==> config.mk <==
export PLATFORM = sky130hd
export DESIGN_NAME = lcdc_run_ctl
export DESIGN_NICKNAME = d
export VERILOG_FILES = /design/src/rtl/lcdc_run_pkg.sv /design/src/rtl/lcdc_ctrl_reg.sv /design/src/rtl/lcdc_run_fsm.sv /design/src/rtl/lcdc_flag_bank.sv /design/src/rtl/lcdc_run_ctl.sv
export SDC_FILE = /design/constraint.sdc
export NUM_CORES = 1
export LEC_CHECK = 0
export ABC_AREA = 1
export BUFFER_PORTS_ARGS = -buffer_cell sky130_fd_sc_hd__buf_2
export CORE_MARGIN = 10
export CORE_UTILIZATION = 44
export DETAILED_ROUTE_END_ITERATION = 8
export PLACE_DENSITY = 0.85
export SYNTH_ARGS = -nofsm -noshare
export SYNTH_HDL_FRONTEND = slang
export SYNTH_SLANG_ARGS = --single-unit
==> constraint.sdc <==
create_clock -name clk_i -period 2.1 [get_ports clk_i]
set_input_delay 0 -clock clk_i [delete_from_list [all_inputs] [get_ports clk_i]]
set_output_delay 0 -clock clk_i [all_outputs]
set_load 0.02 [all_outputs]
==> src/rtl/lcdc_run_pkg.sv <==
package lcdc_run_pkg;
  localparam int unsigned REG_W   = 32;
  localparam int unsigned EVT_N   = 5;
  // control word
  localparam int unsigned C_EN    = 3;
  localparam int unsigned C_STOP  = 4;
  localparam int unsigned C_EVT0  = 7;
  localparam int unsigned C_IESOF = 12;
  localparam int unsigned C_IEEOF = 13;
  // status word
  localparam int unsigned S_OFF   = 0;
  localparam int unsigned S_SOF   = 4;
  localparam int unsigned S_EOF   = 5;
  localparam int unsigned S_EVT0  = 7;

  typedef enum logic [1:0] {
    ST_IDLE  = 2'd0,
    ST_ARMED = 2'd1,
    ST_RUN   = 2'd2,
    ST_DRAIN = 2'd3
  } run_state_e;
endpackage

==> src/rtl/lcdc_ctrl_reg.sv <==
module lcdc_ctrl_reg
  import lcdc_run_pkg::*;
#(
  parameter int unsigned W = REG_W
) (
  input  logic         clk_i,
  input  logic         rst_ni,
  input  logic         wr_i,
  input  logic [W-1:0] wdata_i,
  output logic [W-1:0] ctrl_o
);
  localparam logic [W-1:0] EVT_BITS = W'(((1 << EVT_N) - 1) << C_EVT0);
  localparam logic [W-1:0] MASK = EVT_BITS | (W'(1) << C_IESOF) | (W'(1) << C_IEEOF)
                                | (W'(1) << C_STOP) | (W'(1) << C_EN);

  always_ff @(posedge clk_i or negedge rst_ni) begin
    if (!rst_ni)   ctrl_o <= '0;
    else if (wr_i) ctrl_o <= wdata_i & MASK;
  end

  p_ctrl_mask_r2: assert property (@(posedge clk_i) disable iff (!rst_ni)
    (ctrl_o & ~MASK) == '0);
endmodule

==> src/rtl/lcdc_run_fsm.sv <==
module lcdc_run_fsm
  import lcdc_run_pkg::*;
(
  input  logic clk_i,
  input  logic rst_ni,
  input  logic go_i,
  input  logic sof_i,
  input  logic eof_i,
  output logic active_o,
  output logic armed_o,
  output logic off_done_o
);
  run_state_e st_q, st_d;
  logic done_set, done_clr;

  always_comb begin
    st_d     = st_q;
    done_set = 1'b0;
    done_clr = 1'b0;
    unique case (st_q)
      ST_IDLE:  if (go_i) begin st_d = ST_ARMED; done_clr = 1'b1; end
      ST_ARMED: if (!go_i) begin st_d = ST_IDLE; done_set = 1'b1; end
                else if (sof_i) st_d = ST_RUN;
      ST_RUN:   if (!go_i) st_d = ST_DRAIN;
      // withdrawn request wins over a frame end in the same cycle
      ST_DRAIN: if (go_i) st_d = ST_RUN;
                else if (eof_i) begin st_d = ST_IDLE; done_set = 1'b1; end
      default:  st_d = ST_IDLE;
    endcase
  end

  always_ff @(posedge clk_i or negedge rst_ni) begin
    if (!rst_ni) begin
      st_q       <= ST_IDLE;
      off_done_o <= 1'b0;
    end else begin
      st_q <= st_d;
      if (done_set)      off_done_o <= 1'b1;
      else if (done_clr) off_done_o <= 1'b0;
    end
  end

  assign active_o = (st_q == ST_RUN) || (st_q == ST_DRAIN);
  assign armed_o  = (st_q != ST_IDLE);

  p_drain_holds_r4: assert property (@(posedge clk_i) disable iff (!rst_ni)
    (st_q == ST_DRAIN && !go_i && !eof_i) |=> active_o);
  p_rearm_clears_r5: assert property (@(posedge clk_i) disable iff (!rst_ni)
    (st_q == ST_ARMED) |-> !off_done_o);
endmodule

==> src/rtl/lcdc_flag_bank.sv <==
module lcdc_flag_bank
  import lcdc_run_pkg::*;
#(
  parameter int unsigned W = REG_W
) (
  input  logic         clk_i,
  input  logic         rst_ni,
  input  logic         clr_wr_i,
  input  logic [W-1:0] wdata_i,
  input  logic [W-1:0] set_i,
  output logic [W-1:0] flags_o
);
  localparam logic [W-1:0] MASK = W'(((1 << EVT_N) - 1) << S_EVT0)
                                | (W'(1) << S_SOF) | (W'(1) << S_EOF);

  logic [W-1:0] keep;
  assign keep = clr_wr_i ? wdata_i : '1;

  always_ff @(posedge clk_i or negedge rst_ni) begin
    if (!rst_ni) flags_o <= '0;
    else         flags_o <= ((flags_o & keep) | set_i) & MASK;
  end

  for (genvar i = 0; i < W; i++) begin : g_chk
    if (MASK[i]) begin : g_flag
      p_sticky_r6: assert property (@(posedge clk_i) disable iff (!rst_ni)
        (flags_o[i] && !(clr_wr_i && !wdata_i[i])) |=> flags_o[i]);
      p_set_wins_r8: assert property (@(posedge clk_i) disable iff (!rst_ni)
        set_i[i] |=> flags_o[i]);
    end
  end
endmodule

==> src/rtl/lcdc_run_ctl.sv <==
module lcdc_run_ctl
  import lcdc_run_pkg::*;
(
  input  logic             clk_i,
  input  logic             rst_ni,
  input  logic             wr_i,
  input  logic             sel_i,
  input  logic [REG_W-1:0] wdata_i,
  output logic [REG_W-1:0] rdata_o,
  input  logic             sof_i,
  input  logic             eof_i,
  input  logic [EVT_N-1:0] evt_i,
  output logic             active_o,
  output logic             irq_o
);
  logic [REG_W-1:0] ctrl_q, flags_q, set_vec, ie_vec;
  logic go, armed, off_done;

  lcdc_ctrl_reg #(.W(REG_W)) u_ctrl (
    .clk_i, .rst_ni, .wr_i(wr_i && !sel_i), .wdata_i, .ctrl_o(ctrl_q)
  );

  assign go = ctrl_q[C_EN] && !ctrl_q[C_STOP];

  lcdc_run_fsm u_fsm (
    .clk_i, .rst_ni, .go_i(go), .sof_i, .eof_i,
    .active_o, .armed_o(armed), .off_done_o(off_done)
  );

  always_comb begin
    set_vec = '0;
    set_vec[S_SOF] = sof_i && armed;
    set_vec[S_EOF] = eof_i && active_o;
    set_vec[S_EVT0 +: EVT_N] = evt_i;
    ie_vec = '0;
    ie_vec[S_SOF] = ctrl_q[C_IESOF];
    ie_vec[S_EOF] = ctrl_q[C_IEEOF];
    ie_vec[S_EVT0 +: EVT_N] = ctrl_q[C_EVT0 +: EVT_N];
  end

  lcdc_flag_bank #(.W(REG_W)) u_flags (
    .clk_i, .rst_ni, .clr_wr_i(wr_i && sel_i), .wdata_i,
    .set_i(set_vec), .flags_o(flags_q)
  );

  assign irq_o   = |(flags_q & ie_vec);
  assign rdata_o = sel_i ? (flags_q | (REG_W'(off_done) << S_OFF)) : ctrl_q;

  p_start_at_sof_r3: assert property (@(posedge clk_i) disable iff (!rst_ni)
    $rose(active_o) |-> $past(sof_i));
  p_stop_at_eof_r4: assert property (@(posedge clk_i) disable iff (!rst_ni)
    $fell(active_o) |-> $past(eof_i));
  p_off_not_active_r4: assert property (@(posedge clk_i) disable iff (!rst_ni)
    off_done |-> !active_o);
  p_no_irq_no_flag_r9: assert property (@(posedge clk_i) disable iff (!rst_ni)
    (flags_q == '0) |-> !irq_o);
endmodule

==> metrics list <==
* Number of buffers added by the clock tree synthesis step: 3
- Combinational group share of total power: 0.367
- Initial DRT Pass Iterations: 4
- The initial utilization of the core area, before any placement, comes to 0.455.
- # rows: 18
- The path class of the tightest hold or removal check is input pin to register.
- In this run the count of I/O pins placed on the die edge is 77.
- Counting I/O delays and the setup requirement, the final critical path takes 1.32 ns.
- Of the total power, the clock network draws 0.173.
- The share of synthesized area in the top cell type comes to 0.430.
* DR top layer: met4
- For the worst setup path, the data arrival time is 1.50 ns.
* Cts repair resizes: 0
* Element type at the critical path end: register
* Die Span X: 70.1 µm
- After synthesis, the share of flip-flops with an asynchronous set or reset is 1.00.
- Maximum number of pins on one net before global-route repair: 20
- Worst Path Class, Setup: register to register
- Clock Latency Late Sink: 0.30 ns
- Number of port buffers: 33
- Data on the critical path is required at its endpoint by 2.29 ns.
- Overall power consumption after layout is estimated at 1070 µW.
* DR DRC count: 0
- Setup repair after global routing left no endpoint under its margin.
* # Post-CTS Setup Buffers: 0
- Yosys reg bits: 19
- Cells after synthesis: 142
- Final Skew: 0.00717 ns
- Across the VDD grid, the largest voltage drop is 450 µV.
- Detailed routing placed a total of 202 µm of wire on met3.
- Cell with the most instances after synthesis: nand2_1
- The congestion estimate from routability-driven global placement came to 0.774.
- Summed over all layers, the global routing overflow is 0.
- Die Y-Extent: 70.1 µm
* Most instantiated flip-flop cell in the synthesis netlist: dfrtp_1
* Final worst setup slack: 0.782 ns
- The total area inside the core boundary comes to 2430 µm².
* Wire length of the first global-routing pass: 4.66 mm
* Leakage dissipation: 0.000804 µW
* Syn avg cell area: 7.79 µm²
* Run status: completed
- Sequential share of the synthesized area: 0.430
- Number of global-route vias before repair: 1,005
- Sequential cell fraction of total power: 0.460
* Launching element type of the critical path: register
* Cell area after synthesis: 1110 µm²
* Routed wire length: 2.78 mm
- OpenSTA, run right after detailed placement, puts the worst setup slack at 1.02 ns.
- Maxcap violations: 0
* Fraction of final layout cells with drive strength greater than 1: 0.211
- CTS built an H-tree with a depth of 1.
- Share of the clock period used by the worst path: 0.628
- Summing all placed instances gives a cell area of 1210 µm².
* Total power per unit cell area: 728 nW/µm²
* # clock sinks: 19
* Hold violation count in the final report: 0
* Diodes inserted: 0
* Finish-stage setup viols: 0
- Synth top cells by count: nand2_1 (38), buf_4 (21), dfrtp_1 (19)
- No sink is reached through more buffers than the 2 on the longest clock path.
* Top cells by area in the synthesized netlist: dfrtp_1 (43%), buf_4 (14%), nand2_1 (13%)
- After detailed routing, the number of vias per cell comes to 4.25.
* Fill count: 245
- Clock-pin slew on the worst setup and hold paths: 0.11 ns
* Met2 wirelength from detailed routing: 1.46 mm
- In the global route stage, overall resource usage came out at 0.113.
- The routed layout has 973 vias.
* Max-slew violation total from the final report: 0
- Internal power of the cells: 669 µW
* Die Outline Area: 4920 µm²
- The largest total area in the synthesized netlist belongs to dfrtp_1.
- Achievable Freq: 759 MHz
* Layout Utilization: 0.605
* Switching fraction of total power: 0.375
* Area of all placed cells without fillers: 1470 µm²
- Detailed placement ended at an HPWL of 2.02 mm.
- P_sw: 402 µW
- DRT met1 WL: 1.05 mm
* TritonCTS clock tree: built
- Number of antenna violations at the first check in global routing: 0
* Post-synth EDFFs: 0
- Yosys warning total: 0
* Clock root cell: clkbuf_4
- Wire per inst: 12.1 µm
- Sum of negative setup slack: 0 ns
- Library cells used by synthesis: 19
- Routed Antenna Nets: 0
- Number of design-rule violations left by the first detailed-router iteration: 36
- In the final design database the tool counted 243 nets.
* Area added between synthesis and finish: 33.1%
- Top fanout value on the critical path: 6
-- through the flow --
step	std cells	hold WS [ns]
5_1_grt	229	0.108
3_3_place_gp	201	-0.0481
2_1_floorplan	162	-0.296
3_5_place_dp	201	-0.0442
4_1_cts	229	0.0918
6_report	229	0.101
-- critical path, cell delays in order (launching register included) --
cell           delay, ns
dfrtp_1             0.44
inv_1               0.13
o21ai_0             0.09
dlygate4sd3_1       0.55
-- sequential cells by signal, summed over array words and instances (netlist names), named ones only --
register / flops
u_ctrl.ctrl_o: 9
u_flags.flags_o: 7
u_fsm.off_done_o: 1
u_fsm.st_q: 1
-- layer usage --
metal | up-vias | global-route usage
met5 | - | 0
met4 | 0 | 0.0658
met3 | 4 | 0.0367
met2 | 27 | 0.194
met1 | 428 | 0.118
li1 | 514 | -
-- power by group through the flow --
stage / Sequential, µW / Combinational [µW] / Clock [µW]
3_5_place_dp: 500 / 347 / 0
4_1_cts: 493 / 394 / 189
3_3_place_gp: 498 / 340 / 0
5_1_grt: 506 / 444 / 204
2_1_floorplan: 486 / 285 / 0
6_report: 493 / 393 / 185
-- area by class of cell --
cell class	count	area, µm²	share of cell area
clock buffers	4	26.3	0.0178
well taps	30	37.5	0.0255
inverters	18	67.6	0.0459
repair buffers	57	405	0.275
flip-flops and latches	19	475	0.323
multi-input cells	101	460	0.313
-- logic make-up (layout without fill, tap and decap cells) --
family	after synthesis	count (layout)	synth area share
and+or+nand+nor	55	55	0.202
buffers and inverters	42	79	0.222
AOI/OAI and AO/OA	21	21	0.102
DFF	19	19	0.430
muxes	4	4	0.0407
other	1	21	0.00339
-- what timing repair did --
action	CTS	global route
hold endpoints to repair	37	0
setup endpoints to repair	0	0
hold buffers	24	0
-- placed cells by master (no fill, tap or decap), drive strengths merged, types with 2 or more instances in the layout --
cell and n:
nor2 11, nand2 39, o21ai 13, conb 21, dlygate4sd3 24, inv 18
dfrtp 19, clkbuf 4, nand3 2, buf 33, nand4 2, mux2 4
a21oi 6
-- final timing paths --
| kind | start | endpoint | slack (ns) | cells after the start |
|---|---|---|---|---|
| worst max-delay path | register | u_flags.flags_o[5] | 0.78 | 3 |
| worst min-delay path | wr_i | u_ctrl.ctrl_o[11] | 0.10 | 3 |
| worst max register to register | register | u_flags.flags_o[5] | 0.78 | 3 |
| worst min register to register | u_fsm.off_done_o | u_fsm.off_done_o | 0.51 | 1 |
| max in group asynchronous | rst_ni | u_fsm.off_done_o | 1.62 | 2 |
| min in group asynchronous | rst_ni | u_ctrl.ctrl_o[8] | 0.19 | 2 |
Note: power is estimated with default switching activity, not from simulation.
